===== src/rtl/gpio_setclr_pkg.sv =====
// Package: shared widths, register identifiers and the set/clear merge rule.
// Assumes a 32-bit data bus whose two halves each cover one 16-pin bank.
package gpio_setclr_pkg;
    localparam int DATA_W    = 32;
    localparam int BANK_PINS = DATA_W / 2;
    localparam int NUM_CFG   = 6;

    typedef enum logic [3:0] {
        RG_DOUT  = 4'd0,
        RG_DOE   = 4'd1,
        RG_DIE   = 4'd2,
        RG_OSELA = 4'd3,
        RG_OSELB = 4'd4,
        RG_ISELA = 4'd5,
        RG_LVL   = 4'd6,
        RG_RISE  = 4'd7,
        RG_FALL  = 4'd8
    } greg_e;

    localparam logic [3:0] LAST_REG = 4'd8;

    // Merge one set/clear word into a bank register; clear wins.
    function automatic logic [BANK_PINS-1:0] setclr(
        input logic [BANK_PINS-1:0] cur,
        input logic [DATA_W-1:0]    wd
    );
        return (cur | wd[BANK_PINS-1:0]) & ~wd[DATA_W-1:BANK_PINS];
    endfunction
endpackage


===== src/rtl/gpio_sync.sv =====
// Two-flop synchronizer for a vector of asynchronous pin levels.
// Assumes each bit is independent; no bus coherence is implied.
module gpio_sync #(
    parameter int W = 16
) (
    input  logic         clk,
    input  logic         rst_n,
    input  logic [W-1:0] d,
    output logic [W-1:0] q
);
    logic [W-1:0] meta_q;

    // Two-stage capture of the raw pin levels.
    always_ff @(posedge clk) begin
        if (!rst_n) begin
            meta_q <= '0;
            q      <= '0;
        end else begin
            meta_q <= d;
            q      <= meta_q;
        end
    end
endmodule


===== src/rtl/gpio_edge.sv =====
// Sticky rising/falling edge capture on a synchronized level vector.
// Assumes lvl is already synchronous; clear masks come from W1C writes.
module gpio_edge #(
    parameter int W = 16
) (
    input  logic         clk,
    input  logic         rst_n,
    input  logic [W-1:0] lvl,
    input  logic [W-1:0] clr_rise,
    input  logic [W-1:0] clr_fall,
    output logic [W-1:0] rise_q,
    output logic [W-1:0] fall_q
);
    logic [W-1:0] prev_q;
    logic [W-1:0] rise_det, fall_det;

    // Compare the current sample with the previous one.
    always_comb begin
        rise_det = lvl & ~prev_q;
        fall_det = ~lvl & prev_q;
    end

    // Track the previous sample and update the sticky status; a new edge beats a clear.
    always_ff @(posedge clk) begin
        if (!rst_n) begin
            prev_q <= '0;
            rise_q <= '0;
            fall_q <= '0;
        end else begin
            prev_q <= lvl;
            rise_q <= (rise_q & ~clr_rise) | rise_det;
            fall_q <= (fall_q & ~clr_fall) | fall_det;
        end
    end

    a_r10_w1c_clears: assert property (@(posedge clk) disable iff (!rst_n)
        (clr_rise != '0) |=> ((rise_q & $past(clr_rise) & ~($past(lvl) & ~$past(prev_q))) == '0));

    a_r9_rise_needs_level: assert property (@(posedge clk) disable iff (!rst_n)
        ((rise_q & ~$past(rise_q) & ~$past(lvl)) == '0));
endmodule


===== src/rtl/gpio_bank.sv =====
// One 16-pin bank: six set/clear configuration registers, a synchronized,
// input-gated level read-back and sticky edge status with write-one-to-clear.
// Assumes the top decodes address into wr_en/reg_id and routes the bank's pins.
module gpio_bank
    import gpio_setclr_pkg::*;
#(
    parameter logic [BANK_PINS-1:0] RSVD = '0
) (
    input  logic                 clk,
    input  logic                 rst_n,
    input  logic                 wr_en,
    input  greg_e                reg_id,
    input  logic [DATA_W-1:0]    wdata,
    input  logic [BANK_PINS-1:0] pin_in,
    output logic [BANK_PINS-1:0] rd_val,
    output logic [BANK_PINS-1:0] dout,
    output logic [BANK_PINS-1:0] doe
);
    logic [BANK_PINS-1:0] cfg_q [NUM_CFG];
    logic [BANK_PINS-1:0] sync_lvl, lvl;
    logic [BANK_PINS-1:0] rise_q, fall_q, clr_rise, clr_fall;

    for (genvar k = 0; k < NUM_CFG; k++) begin : g_cfg
        // Hold one configuration register; merge set/clear on a matching write.
        always_ff @(posedge clk) begin
            if (!rst_n)
                cfg_q[k] <= '0;
            else if (wr_en && reg_id == greg_e'(k))
                cfg_q[k] <= setclr(cfg_q[k], wdata) & ~RSVD;
        end

        a_r1_unselected_hold: assert property (@(posedge clk) disable iff (!rst_n)
            !(wr_en && reg_id == greg_e'(k)) |=> $stable(cfg_q[k]));

        a_r3_clear_wins: assert property (@(posedge clk) disable iff (!rst_n)
            (wr_en && reg_id == greg_e'(k)) |=> ((cfg_q[k] & $past(wdata[DATA_W-1:BANK_PINS])) == '0));

        a_r5_reserved_zero: assert property (@(posedge clk) disable iff (!rst_n)
            ((cfg_q[k] & RSVD) == '0));
    end

    gpio_sync #(.W(BANK_PINS)) u_sync (
        .clk   (clk),
        .rst_n (rst_n),
        .d     (pin_in),
        .q     (sync_lvl)
    );

    // Gate the synchronized level by input enable and the reserved mask.
    always_comb lvl = sync_lvl & cfg_q[RG_DIE] & ~RSVD;

    // Turn status-register writes into low-half clear masks.
    always_comb begin
        clr_rise = (wr_en && reg_id == RG_RISE) ? wdata[BANK_PINS-1:0] : '0;
        clr_fall = (wr_en && reg_id == RG_FALL) ? wdata[BANK_PINS-1:0] : '0;
    end

    gpio_edge #(.W(BANK_PINS)) u_edge (
        .clk      (clk),
        .rst_n    (rst_n),
        .lvl      (lvl),
        .clr_rise (clr_rise),
        .clr_fall (clr_fall),
        .rise_q   (rise_q),
        .fall_q   (fall_q)
    );

    // Select the bank register named by reg_id for reading.
    always_comb begin
        case (reg_id)
            RG_LVL:  rd_val = lvl;
            RG_RISE: rd_val = rise_q;
            RG_FALL: rd_val = fall_q;
            RG_DOUT, RG_DOE, RG_DIE, RG_OSELA, RG_OSELB, RG_ISELA:
                     rd_val = cfg_q[int'(reg_id)];
            default: rd_val = '0;
        endcase
    end

    // Export the pin drive controls.
    always_comb begin
        dout = cfg_q[RG_DOUT];
        doe  = cfg_q[RG_DOE];
    end

    a_r8_level_gated: assert property (@(posedge clk) disable iff (!rst_n)
        ((lvl & ~cfg_q[RG_DIE]) == '0));
endmodule


===== src/rtl/gpio_setclr_ctrl.sv =====
// Top: decodes the register bus across the banks, builds the read mux
// and drives the pins. Assumes NUM_BANKS is a power of two (at least 2)
// and that every access is word-aligned within a 0x80-byte bank window.
module gpio_setclr_ctrl
    import gpio_setclr_pkg::*;
#(
    parameter int                               NUM_BANKS = 2,
    parameter logic [NUM_BANKS*BANK_PINS-1:0]   RSVD_MASK = 32'hE080_0000
) (
    input  logic                             clk,
    input  logic                             rst_n,
    input  logic [6+$clog2(NUM_BANKS):0]     bus_addr,
    input  logic [DATA_W-1:0]                bus_wdata,
    input  logic                             bus_we,
    output logic [DATA_W-1:0]                bus_rdata,
    input  logic [NUM_BANKS*BANK_PINS-1:0]   pin_in,
    output logic [NUM_BANKS*BANK_PINS-1:0]   pin_out,
    output logic [NUM_BANKS*BANK_PINS-1:0]   pin_oe
);
    localparam int BSEL_W = $clog2(NUM_BANKS);
    localparam int ADDR_W = 7 + BSEL_W;
    localparam int NPINS  = NUM_BANKS * BANK_PINS;

    logic [BSEL_W-1:0]    bank_sel;
    logic                 mapped;
    greg_e                reg_id;
    logic [BANK_PINS-1:0] bank_rd [NUM_BANKS];
    logic [NPINS-1:0]     dout_all, doe_all;

    // Split the address into bank, register and validity.
    always_comb begin
        bank_sel = bus_addr[ADDR_W-1:7];
        reg_id   = greg_e'(bus_addr[5:2]);
        mapped   = !bus_addr[6] && (bus_addr[1:0] == 2'b00) && (bus_addr[5:2] <= LAST_REG);
    end

    for (genvar b = 0; b < NUM_BANKS; b++) begin : g_bank
        gpio_bank #(.RSVD(RSVD_MASK[b*BANK_PINS +: BANK_PINS])) u_bank (
            .clk    (clk),
            .rst_n  (rst_n),
            .wr_en  (bus_we && mapped && bank_sel == BSEL_W'(b)),
            .reg_id (reg_id),
            .wdata  (bus_wdata),
            .pin_in (pin_in[b*BANK_PINS +: BANK_PINS]),
            .rd_val (bank_rd[b]),
            .dout   (dout_all[b*BANK_PINS +: BANK_PINS]),
            .doe    (doe_all[b*BANK_PINS +: BANK_PINS])
        );
    end

    // Return the addressed bank's bits, or zero for unmapped offsets.
    always_comb bus_rdata = mapped ? {{(DATA_W-BANK_PINS){1'b0}}, bank_rd[bank_sel]} : '0;

    // Drive a pin's level only while it is enabled.
    always_comb begin
        pin_oe  = doe_all;
        pin_out = dout_all & doe_all;
    end

    a_r6_no_drive_when_off: assert property (@(posedge clk) disable iff (!rst_n)
        ((pin_out & ~pin_oe) == '0));

    a_r4_upper_half_zero: assert property (@(posedge clk) disable iff (!rst_n)
        (bus_rdata[DATA_W-1:BANK_PINS] == '0));
endmodule


===== config.mk =====
export PLATFORM = sky130hd
export DESIGN_NAME = gpio_setclr_ctrl
export DESIGN_NICKNAME = d
export VERILOG_FILES = /design/src/rtl/gpio_setclr_pkg.sv /design/src/rtl/gpio_sync.sv /design/src/rtl/gpio_edge.sv /design/src/rtl/gpio_bank.sv /design/src/rtl/gpio_setclr_ctrl.sv
export SDC_FILE = /design/constraint.sdc
export NUM_CORES = 1
export LEC_CHECK = 0
export BUFFER_PORTS_ARGS = -buffer_cell sky130_fd_sc_hd__buf_2
export CORE_MARGIN = 4
export CORE_UTILIZATION = 24
export DETAILED_ROUTE_END_ITERATION = 8
export REMOVE_ABC_BUFFERS = 1
export SETUP_SLACK_MARGIN = 0.05
export SYNTH_ARGS = -nofsm -noshare
export SYNTH_HDL_FRONTEND = slang
export SYNTH_SLANG_ARGS = --single-unit

===== constraint.sdc =====
create_clock -name clk -period 3 [get_ports clk]
set_input_delay 0.3 -clock clk [delete_from_list [all_inputs] [get_ports clk]]
set_output_delay 0.3 -clock clk [all_outputs]
set_load 0.005 [all_outputs]

Word-level counts from Yosys, hierarchy flattened:

Memories as Yosys holds them, arrays and structs flattened.
Index checks and enable logic that the tools add are counted.

* register bits after elaboration: 154
* bits in latches: 0
* RAM bits: 168
* ROM bits: 0
* output and inout port bits: 96
* word-level logic and storage cells: 169
* memories kept: 2

* $add $sub $neg: 0
* multiply operators: 0
* div/mod/pow operators: 0
* magnitude comparators: 2
* equality and inequality tests: 8
* shifts and indexed selects: 0
* muxes and demuxes: 59
* bitwise logic cells: 62
* reductions and logical operators: 25

Memory list
* g_bank[0].u_bank.cfg_q: words 6, width 16, rd ports 7, clocked after Yosys merged registers in 0, wr ports 6, line gpio_bank.sv:19 `logic [BANK_PINS-1:0] cfg_q [NUM_CFG];`
* g_bank[1].u_bank.cfg_q: words 6, width 12, rd ports 7, clocked after Yosys merged registers in 0, wr ports 6, line gpio_bank.sv:19

Operators by type and width (number)
* bitwise AND 16 bit: 14
* two-way mux 16 bit: 14
* OR 16 bit: 10
* inverter 16 bit: 8
* case mux 16 bit (4 select lines): 2
* bitwise AND 13 bit: 7
* OR 13 bit: 6
* two-way mux 12 bit: 6
* two-way mux 1 bit: 37
* bitwise AND 32 bit: 1
* logical AND 1 bit: 21
* bitwise AND 13 x 16 -> 16 bit: 1
* equality test 4 x 3 -> 1 bit (second input constant): 4
* inverter 13 -> 16 bit: 1
* OR 1 bit: 12
* equality test 4 x 2 -> 1 bit (second input constant): 2
* OR reduction 6 bit: 1
* equality test 4 x 1 -> 1 bit (second input constant): 1
* equality test 4 bit (second input constant): 1
* <= comparator 4 bit (second input constant): 1
* logical NOT 4 bit: 1
* greater-or-equal comparator 2 bit (second input constant): 1
* logical NOT 2 bit: 1
* inverter 1 -> 2 bit: 1
* other kinds (2): 2

Logic depth before layout (Yosys ltp):

Gate-level depths: netlist of the first run.

* depth after elaboration: 10
* depth in mapped cells: 9

By module:

Synthesis of the first run repeated with hierarchy kept, for this count alone.

* cell total of the unflattened synthesis: 1446
* area total of the unflattened synthesis: 15827.7 µm²

Modules (own cells, without submodules)
* gpio_bank at g_bank[0].u_bank: times used 1, cells an instance 491, area each 5521.5 µm², seq. area each 2882.8 µm²
* gpio_bank at g_bank[1].u_bank: times used 1, cells an instance 399, area each 4277.9 µm², seq. area each 2162.1 µm²
* gpio_edge: times used 2, cells an instance 165, area each 1760.4 µm², seq. area each 960.9 µm²
* gpio_sync: times used 2, cells an instance 67, area each 895.9 µm², seq. area each 640.6 µm²
* gpio_setclr_ctrl: times used 1, cells an instance 92, area each 715.7 µm², seq. area each 0.0 µm²

Least setup slack after synthesis of the first run:

No wires, ideal clock.

* path type: input to register
* from: input port bus_addr[4]
* to: memory g_bank[0].u_bank.cfg_q[0][0] (netlist name) (enable)
* library setup time: 0.414 ns
* arrival time: 2.631 ns
* data required time: 2.586 ns
* path slack: -0.045 ns
* cell stages on the path: 7
* path buffers: 4
* cells stage by stage: buf_2 buf_2 nor2_1 buf_2 buf_2 nand2_1 o31ai_1

RTL lines
* start: declaration: line gpio_setclr_ctrl.sv:12 `input logic [6+$clog2(NUM_BANKS):0] bus_addr,`
* end: declaration: line gpio_bank.sv:19

Final worst setup path of the first run:

* from: input port bus_addr[3]
* to: output port bus_rdata[10]

* word-level cells in the longest chain between the ends: 7
* elaborated cells on any way between the ends: 20
* classes of those cells: order compare: 1; eq/ne: 8; mux: 6; reduce/logical: 3; memory: 2

Ends and longest elaborated chain
* equality test 4 x 3 -> 1 bit (tied with other cells): line gpio_bank.sv:70 `case (reg_id)`
* OR reduction 6 bit: line gpio_bank.sv:70
* case mux 16 bit (4 select lines): line gpio_bank.sv:70
* two-way mux 16 bit (not written as such) (3 in a row): line gpio_setclr_ctrl.sv:52 `always_comb bus_rdata = mapped ? {{(DATA_W-BANK_PINS){1'b0}}, bank_rd[bank_sel]} : '0;`
* two-way mux 16 bit (*): line gpio_setclr_ctrl.sv:52
* end: declaration: line gpio_setclr_ctrl.sv:15 `output logic [DATA_W-1:0] bus_rdata,`

Mark *: on every way between the ends. The rest lies on a longest branch, timed or not. The select of a mux whose other input is x is not followed.

==> results of run 1 <==
-- flip-flops by register name, indices dropped and copies added (netlist names) --
name                         cells
g_bank.u_bank.u_edge.rise_q     32
g_bank.u_bank.cfg_q            168
g_bank.u_bank.u_edge.fall_q     32
g_bank.u_bank.u_edge.prev_q     28
g_bank.u_bank.u_sync.meta_q     28
g_bank.u_bank.u_sync.q          28
-- layout make-up --
type / count / area [µm²] / share of cell area
flip-flops and latches: 316 / 8010 / 0.455
multi-input cells: 965 / 5930 / 0.337
repair buffers: 226 / 1490 / 0.0847
clock buffers: 45 / 1010 / 0.0572
well taps: 773 / 967 / 0.0549
clock inverters: 18 / 146 / 0.00831
inverters: 17 / 63.8 / 0.00362
-- kinds of logic after synthesis --
kind of cell           count (synthesis)
DFF                                  316
buffers and inverters                143
and+or+nand+nor                      658
other                                  1
muxes                                 60
AOI/OAI and AO/OA                    223
-- timing repair --
item / 4_1_cts / 5_1_grt
endpoints found under the setup margin: 0 / 0
hold buffers: 23 / 0
endpoints found under the hold margin: 23 / 0
-- per-layer routing --
metal	vias to the layer above	global-route usage	share of wire
li1	5265	-	-
met1	5672	0.211	0.43
met2	539	0.238	0.45
met3	88	0.0353	0.092
met4	6	0.0431	0.026
met5	-	0	0.00093
-- worst register-to-register path: stages, from the launching register on --
cell and delay (ns):
sky130_fd_sc_hd__edfxtp_1 0.39, sky130_fd_sc_hd__nand2_1 0.10, sky130_fd_sc_hd__or2_2 0.29, sky130_fd_sc_hd__a21boi_0 0.19
-- how the worst min path moves through the flow --
stage                                                        from                                             to  cells past startpoint
global placement    g_bank[1].u_bank.u_edge.fall_q[13]$_SDFF_PN0_  g_bank[1].u_bank.u_edge.fall_q[13]$_SDFF_PN0_                      2
detailed placement  g_bank[0].u_bank.u_sync.meta_q[12]$_SDFF_PN0_       g_bank[0].u_bank.u_sync.q[12]$_SDFF_PN0_                      1
floorplan                                           bus_wdata[15]  g_bank[1].u_bank.u_edge.fall_q[15]$_SDFF_PN0_                      1
CTS                                                    pin_in[21]   g_bank[1].u_bank.u_sync.meta_q[5]$_SDFF_PN0_                      2
finish                                                 pin_in[21]   g_bank[1].u_bank.u_sync.meta_q[5]$_SDFF_PN0_                      2
global route                                           pin_in[21]   g_bank[1].u_bank.u_sync.meta_q[5]$_SDFF_PN0_                      2
-- synthesized netlist by cell type, drive strengths merged (12+ instances only) --
library cell  instances
nor3                168
clkbuf               58
a22oi                12
o21ai                63
mux4                 24
or2                  17
o21a                 23
a21oi                17
mux2i                12
edfxtp              168
nand2               118
inv                  17
nor2                193
and3                 37
a21boi               56
buf                  68
mux2                 24
dfxtp               148
and2                 86
-- placed cells by master (no fill, tap or decap), types with 4 or more instances in the layout --
cell / synthesis / routed
sky130_fd_sc_hd__mux2_2: 24 / 24
sky130_fd_sc_hd__buf_4: 30 / 56
sky130_fd_sc_hd__conb_1: 1 / 24
sky130_fd_sc_hd__nand4_1: 9 / 9
sky130_fd_sc_hd__nor3_2: 25 / 25
sky130_fd_sc_hd__a221o_1: 5 / 5
sky130_fd_sc_hd__dfxtp_1: 148 / 148
sky130_fd_sc_hd__o22ai_1: 4 / 4
sky130_fd_sc_hd__mux4_2: 24 / 24
sky130_fd_sc_hd__a221oi_1: 11 / 11
sky130_fd_sc_hd__inv_1: 17 / 17
sky130_fd_sc_hd__nand2_1: 115 / 115
sky130_fd_sc_hd__edfxtp_1: 168 / 168
sky130_fd_sc_hd__a211oi_1: 5 / 5
sky130_fd_sc_hd__o21ai_1: 0 / 7
sky130_fd_sc_hd__and2_1: 86 / 86
sky130_fd_sc_hd__a32oi_1: 7 / 7
sky130_fd_sc_hd__nor3_1: 143 / 143
sky130_fd_sc_hd__a21boi_0: 56 / 56
sky130_fd_sc_hd__or2_2: 17 / 17
sky130_fd_sc_hd__and3_1: 37 / 37
sky130_fd_sc_hd__nor2_1: 192 / 191
sky130_fd_sc_hd__nand3_1: 9 / 9
sky130_fd_sc_hd__clkbuf_1: 58 / 4
sky130_fd_sc_hd__buf_2: 30 / 140
sky130_fd_sc_hd__clkbuf_16: 0 / 38
sky130_fd_sc_hd__clkinv_1: 0 / 4
sky130_fd_sc_hd__o21a_1: 23 / 23
sky130_fd_sc_hd__a21oi_1: 17 / 17
sky130_fd_sc_hd__a31oi_1: 5 / 5
sky130_fd_sc_hd__o21ai_0: 63 / 53
sky130_fd_sc_hd__and4_1: 5 / 5
sky130_fd_sc_hd__a22oi_1: 12 / 12
sky130_fd_sc_hd__mux2i_1: 12 / 12
sky130_fd_sc_hd__buf_12: 0 / 7
sky130_fd_sc_hd__clkinv_2: 0 / 8
sky130_fd_sc_hd__dlygate4sd3_1: 0 / 23
sky130_fd_sc_hd__o31a_1: 4 / 4
sky130_fd_sc_hd__o211ai_1: 7 / 7
-- where the power goes --
part | switching (W) | total (W) | internal (W)
registers | 0.0000950 | 0.00477 | 0.00468
clock network | 0.00181 | 0.00436 | 0.00255
logic | 0.000476 | 0.000770 | 0.000294
-- stage by stage --
stage          total power (W)  hold slack (ns)  setup TNS, ns  setup slack (ns)
3_3_place_gp           0.00560            0.418              0             0.328
5_1_grt                 0.0103           0.0139              0             0.283
2_1_floorplan          0.00515            0.387         -10.52            -0.229
6_report               0.00990          0.00998              0             0.298
4_1_cts                0.00998          0.00473              0             0.302
3_5_place_dp           0.00561            0.417              0             0.312
==> summary.json, run 1 <==
{
  "outcome": {
    "run_status": "completed"
  },
  "detailed_routing": {
    "vias_per_cell": 4.90,
    "first_iter_violations": 1263,
    "vias": 11600,
    "drt.antenna.violating_nets": 0,
    "routedWlPerCell_um": 21.3,
    "remaining_drc_errors": 0,
    "drt_pre_antenna_iters": 6,
    "route.final.wire_length_mm": 50.3
  },
  "synthesis": {
    "post_synth_and_or_nand_nor_area_fraction": 0.232,
    "synth-seq-cells": 316,
    "synth.top_cells.by_area": "sky130_fd_sc_hd__edfxtp_1 35%, sky130_fd_sc_hd__dfxtp_1 20%, sky130_fd_sc_hd__nor2_1 5.0%",
    "netlist-cell-type-count": 51,
    "main_combinational_cell_family_by_area_after_synthesis": "simple AND/OR/NAND/NOR gates",
    "synth_flop_cell": "sky130_fd_sc_hd__edfxtp_1",
    "synthMuxAreaShare": 0.0640,
    "synth_fa_ha_area_frac": 0,
    "synth_top_cell_area_share": 0.347,
    "netlist.top_cell.by_area": "sky130_fd_sc_hd__edfxtp_1",
    "post_synth_edffs": 168,
    "post_synth_xor_area_fraction": 0,
    "netlist_area_um2": 14500,
    "yosys_warnings": 0,
    "synthesis.area_per_instance_um2": 10.4,
    "synth.yosys.seq_area_share": 0.551,
    "postSynthCellCount": 1401,
    "synth_compound_gate_area_share": 0.104,
    "postSynth.asyncResetShare": 0
  },
  "die": {
    "design.portCount": 171,
    "core_area_um2": 59500,
    "floorplan.die.width_um": 254,
    "fp-row-count": 89,
    "starting_density_of_the_core": 0.245,
    "die-height_um": 254,
    "fp.dieArea_um2": 64600
  },
  "worst_setup_path": {
    "critical_path.most_common_cell": "sky130_fd_sc_hd__buf_2",
    "critical-path-slowest-cell": "sky130_fd_sc_hd__a2111o_1",
    "endpoint": "bus_rdata[10]",
    "cp_slowest_stage_delay_ns": 0.67,
    "worst-r2r-setup-slack_ns": 1.95,
    "regToRegEndpoint": "g_bank[0].u_bank.u_edge.rise_q[14]$_SDFF_PN0_",
    "worstSetupStartpointType": "input port",
    "timing.critical_path.arrival_ns": 2.40,
    "path_buf_inv": 2,
    "launching_element_of_the_worst_setup_path": "bus_addr[3]",
    "cp_num_cells": 5,
    "launch_point_of_the_worst_reg_to_reg_path": "g_bank[0].u_bank.cfg_q[2][14]$_SDFFCE_PN0P_",
    "critical_path_class": "in2out",
    "critical-path-top-delay-family": "compound AO/OA/AOI/OAI gates",
    "end_kind": "output pin",
    "path_max_fanout": 12,
    "critPathRequiredTime_ns": 2.70,
    "reg2reg_depth": 3,
    "worstPathCellList": "buf_2 -> or3_1 -> a2111o_1 -> a211oi_1 -> buf_2"
  },
  "flow_run": {
    "cap_viol_max_count": 0
  },
  "place": {
    "gpl.final_weighted_congestion": 0.844,
    "portBuffers": 142,
    "postPlaceCellArea_um2": 16200,
    "place_inst": 2274,
    "place_hpwl_mm": 33.8
  },
  "clock_network": {
    "postcts_setup_bufs": 0,
    "number_of_buffers_inserted_during_clock_tree_synthesis": 35,
    "tritoncts_num_sinks": 316,
    "cts_root_buffer": "sky130_fd_sc_hd__clkbuf_16",
    "worst_skew_pair_later_pin_latency_ns": 0.52,
    "post_cts_resize_count": 0,
    "worst_path_clk_slew_ns": 0.05,
    "worst_case_clock_buffer_depth": 3,
    "htree_num_levels": 2,
    "cts_tree": "yes"
  },
  "sta": {
    "final_hold_viol_count": 0,
    "unrepaired_setup_endpoints_after_global_routing": "no",
    "timing.final.crit_share": 0.901,
    "fmax_achieved_mhz": 370,
    "timing.final.setup_violations": 0,
    "timing_worst_slew_pin_value_ns": 0.811,
    "timing.slew.headroom": 0.459,
    "slew_viol_final": 0,
    "timing.final.crit_period_ns": 2.70,
    "fin_worst_skew_ns": 0.0115
  },
  "cells_and_area": {
    "finish.instance_area_um2": 17600,
    "antenna_cells_inserted": 0,
    "final_net_count": 1636,
    "layout.filler_cells": 6205,
    "layout.core_utilization": 0.296,
    "drive_gt1_frac": 0.231,
    "post_layout_nonfiller_instances": 2360,
    "area_delta_synth_final_pct": 21.2
  },
  "power": {
    "cellPowerDensity_nw_per_um2": 562,
    "worst_ir_drop_vdd_mv": 0.330,
    "power.leakage_nw": 6.50
  },
  "global_route": {
    "wire_length_of_the_first_global_routing_pass_mm": 74.2,
    "number_of_antenna_violations_at_the_first_check_in_global_routing": 3,
    "grt_overflow_total": 0,
    "grt.total_usage": 0.152,
    "grt_start_max_net_pins": 85,
    "first_global_vias": 11300
  },
  "min_path": {
    "hold_path.class": "in2reg"
  }
}
(Power assumes the default switching activity.)
==> inputs of run 2 (changes only) <==
Settings changed: SYNTH_HIERARCHICAL from default to 1.
==> summary.json, run 2 <==
{
  "outcome": {
    "run_status": "completed"
  },
  "power": {
    "switching_power_w": 0.00242,
    "power.leakage_nw": 7.08,
    "worst_ir_drop_vdd_mv": 0.345,
    "cellPowerDensity_nw_per_um2": 537,
    "total_power_w": 0.0101,
    "power_frac_clock": 0.443,
    "cellInternalPower_w": 0.00770,
    "seqPwrFrac": 0.477,
    "netSwitchingFraction": 0.239,
    "combPwrFrac": 0.079
  },
  "clock_network": {
    "htree_num_levels": 2,
    "cts_tree": "yes",
    "number_of_buffers_inserted_during_clock_tree_synthesis": 39,
    "tritoncts_num_sinks": 320,
    "worst_path_clk_slew_ns": 0.06,
    "worst_skew_pair_later_pin_latency_ns": 0.56,
    "worst_case_clock_buffer_depth": 3,
    "cts_root_buffer": "sky130_fd_sc_hd__clkbuf_16"
  },
  "global_route": {
    "first_global_vias": 11700,
    "wire_length_of_the_first_global_routing_pass_mm": 73.2,
    "grt_overflow_total": 0,
    "grt_start_max_net_pins": 64,
    "grt.total_usage": 0.137,
    "number_of_antenna_violations_at_the_first_check_in_global_routing": 7
  },
  "sta": {
    "fmax_achieved_mhz": 355,
    "totalNegativeSetupSlack_ns": 0,
    "timing.final.crit_share": 0.938,
    "unrepaired_setup_endpoints_after_global_routing": "no",
    "timing.final.crit_period_ns": 2.81,
    "post_route_setup_slack_ns": 0.186,
    "timing.slew.headroom": 0.275,
    "timing_worst_slew_pin_value_ns": 1.09,
    "fin_worst_skew_ns": 0.0221,
    "final_hold_viol_count": 0,
    "timing.final.setup_violations": 0,
    "slew_viol_final": 0
  },
  "cells_and_area": {
    "area_delta_synth_final_pct": 20.7,
    "layout.cells.most_common": "sky130_fd_sc_hd__nor2_1",
    "max_flop_register": "g_bank.u_bank/cfg_q",
    "final_cell_mix": "170 x sky130_fd_sc_hd__nor2_1, 168 x sky130_fd_sc_hd__edfxtp_1, 152 x sky130_fd_sc_hd__dfxtp_1",
    "largest_reg_flops": 168,
    "drive_gt1_frac": 0.268,
    "final_net_count": 1718
  },
  "worst_setup_path": {
    "critPathRequiredTime_ns": 2.70,
    "critical_path_class": "in2out",
    "worst-r2r-setup-slack_ns": 2.02,
    "end_kind": "output pin",
    "timing.critical_path.arrival_ns": 2.51,
    "path_max_fanout": 20,
    "worstSetupStartpointType": "input port",
    "critical-path-slowest-cell": "sky130_fd_sc_hd__buf_4",
    "worstPathCellList": "buf_2 -> buf_4 -> nor4bb_2 -> buf_4 -> a22oi_1 -> nand3_1 -> mux2i_1 -> nor3_2 -> buf_2",
    "cp_slowest_stage_delay_ns": 0.43
  },
  "detailed_routing": {
    "vias": 11600,
    "vias_per_cell": 4.59,
    "drt_pre_antenna_iters": 5,
    "top_signal_layer_used": "met5",
    "routedWlPerCell_um": 19.3,
    "first_iter_violations": 903,
    "drt.antenna.violating_nets": 0,
    "dr_wl_met2_mm": 23.2,
    "met3_wirelength_mm": 2.92,
    "route.final.wire_length_mm": 48.7,
    "remaining_drc_errors": 0,
    "drt-met1-wl_mm": 21.3
  },
  "place": {
    "preCtsSetupSlack_ns": 0.0668,
    "place_hpwl_mm": 34.2,
    "portBuffers": 142,
    "gpl.final_weighted_congestion": 0.803
  },
  "die": {
    "starting_density_of_the_core": 0.242,
    "fp-row-count": 93,
    "design.portCount": 171,
    "fp.dieArea_um2": 69200,
    "die-height_um": 263,
    "core_area_um2": 64500,
    "floorplan.die.width_um": 263
  },
  "synthesis": {
    "netlist_area_um2": 15600,
    "yosys_warnings": 6,
    "synthesis.area_per_instance_um2": 10.9,
    "postSynthCellCount": 1430
  },
  "flow_run": {
    "cap_viol_max_count": 0
  },
  "min_path": {
    "hold_path.class": "in2reg"
  }
}
## run 2: area by class of cell
| type | instances | area, µm² |
|---|---|---|
| sequential | 320 | 8090 |
| antenna | 1 | 2.50 |
| tap | 855 | 1070 |
| clock inverter | 14 | 116 |
| multi-input combinational | 1045 | 6950 |
| fill | 6701 | 45600 |
| timing repair buffer | 237 | 1510 |
| clock buffer | 58 | 1100 |
## run 2: layer usage
metal  track usage  vias to the layer above
met5             0                        -
met4        0.0412                        6
met3        0.0295                       92
met2         0.229                      396
met1         0.178                     5676
li1              -                     5448
## run 2: worst max-delay path, delay by kind of cell
family	cells	cell delay, ns
compound gates	1	0.09
mux	1	0.08
simple gates	3	0.76
buf+inv	4	1.24
## run 2: power groups by stage
stage	sequential, W	clock [W]	combinational (W)
final	0.00483	0.00449	0.000801
after global routing	0.00485	0.00481	0.000871
after CTS	0.00483	0.00464	0.000806
after detailed placement	0.00492	0	0.000774
after global placement	0.00492	0	0.000763
after floorplan	0.00489	0	0.000351
## run 2: through the flow
step           utilization  hold WS, ns  area, µm²  std cells
6_report             0.292        0.134      18800       2530
5_1_grt              0.292        0.121      18800       2530
4_1_cts              0.292       0.0971      18800       2529
3_5_place_dp         0.269        0.431      17300       2429
3_3_place_gp         0.269        0.432      17300       2429
2_1_floorplan            -        0.420      15000       1365
## run 2: what timing repair did
item | 4_1_cts | 5_1_grt
hold buffers | 28 | 0
hold endpoints to repair | 28 | 0
gates resized for setup | 0 | 0
setup buffers | 0 | 0
## run 2: path summary, 6_finish.rpt
path | start | end | depth (start not counted)
worst min register to register | g_bank[0].u_bank/u_edge/prev_q[12]$_SDFF_PN0_ | g_bank[0].u_bank/u_edge/fall_q[12]$_SDFF_PN0_ | 2
worst max-delay path | bus_addr[3] | bus_rdata[2] | 9
worst min-delay path | rst_n | g_bank[0].u_bank/u_edge/fall_q[12]$_SDFF_PN0_ | 2
worst max register to register | g_bank[0].u_bank/cfg_q[2][1]$_SDFFCE_PN0P_ | g_bank[0].u_bank/u_edge/fall_q[1]$_SDFF_PN0_ | 3
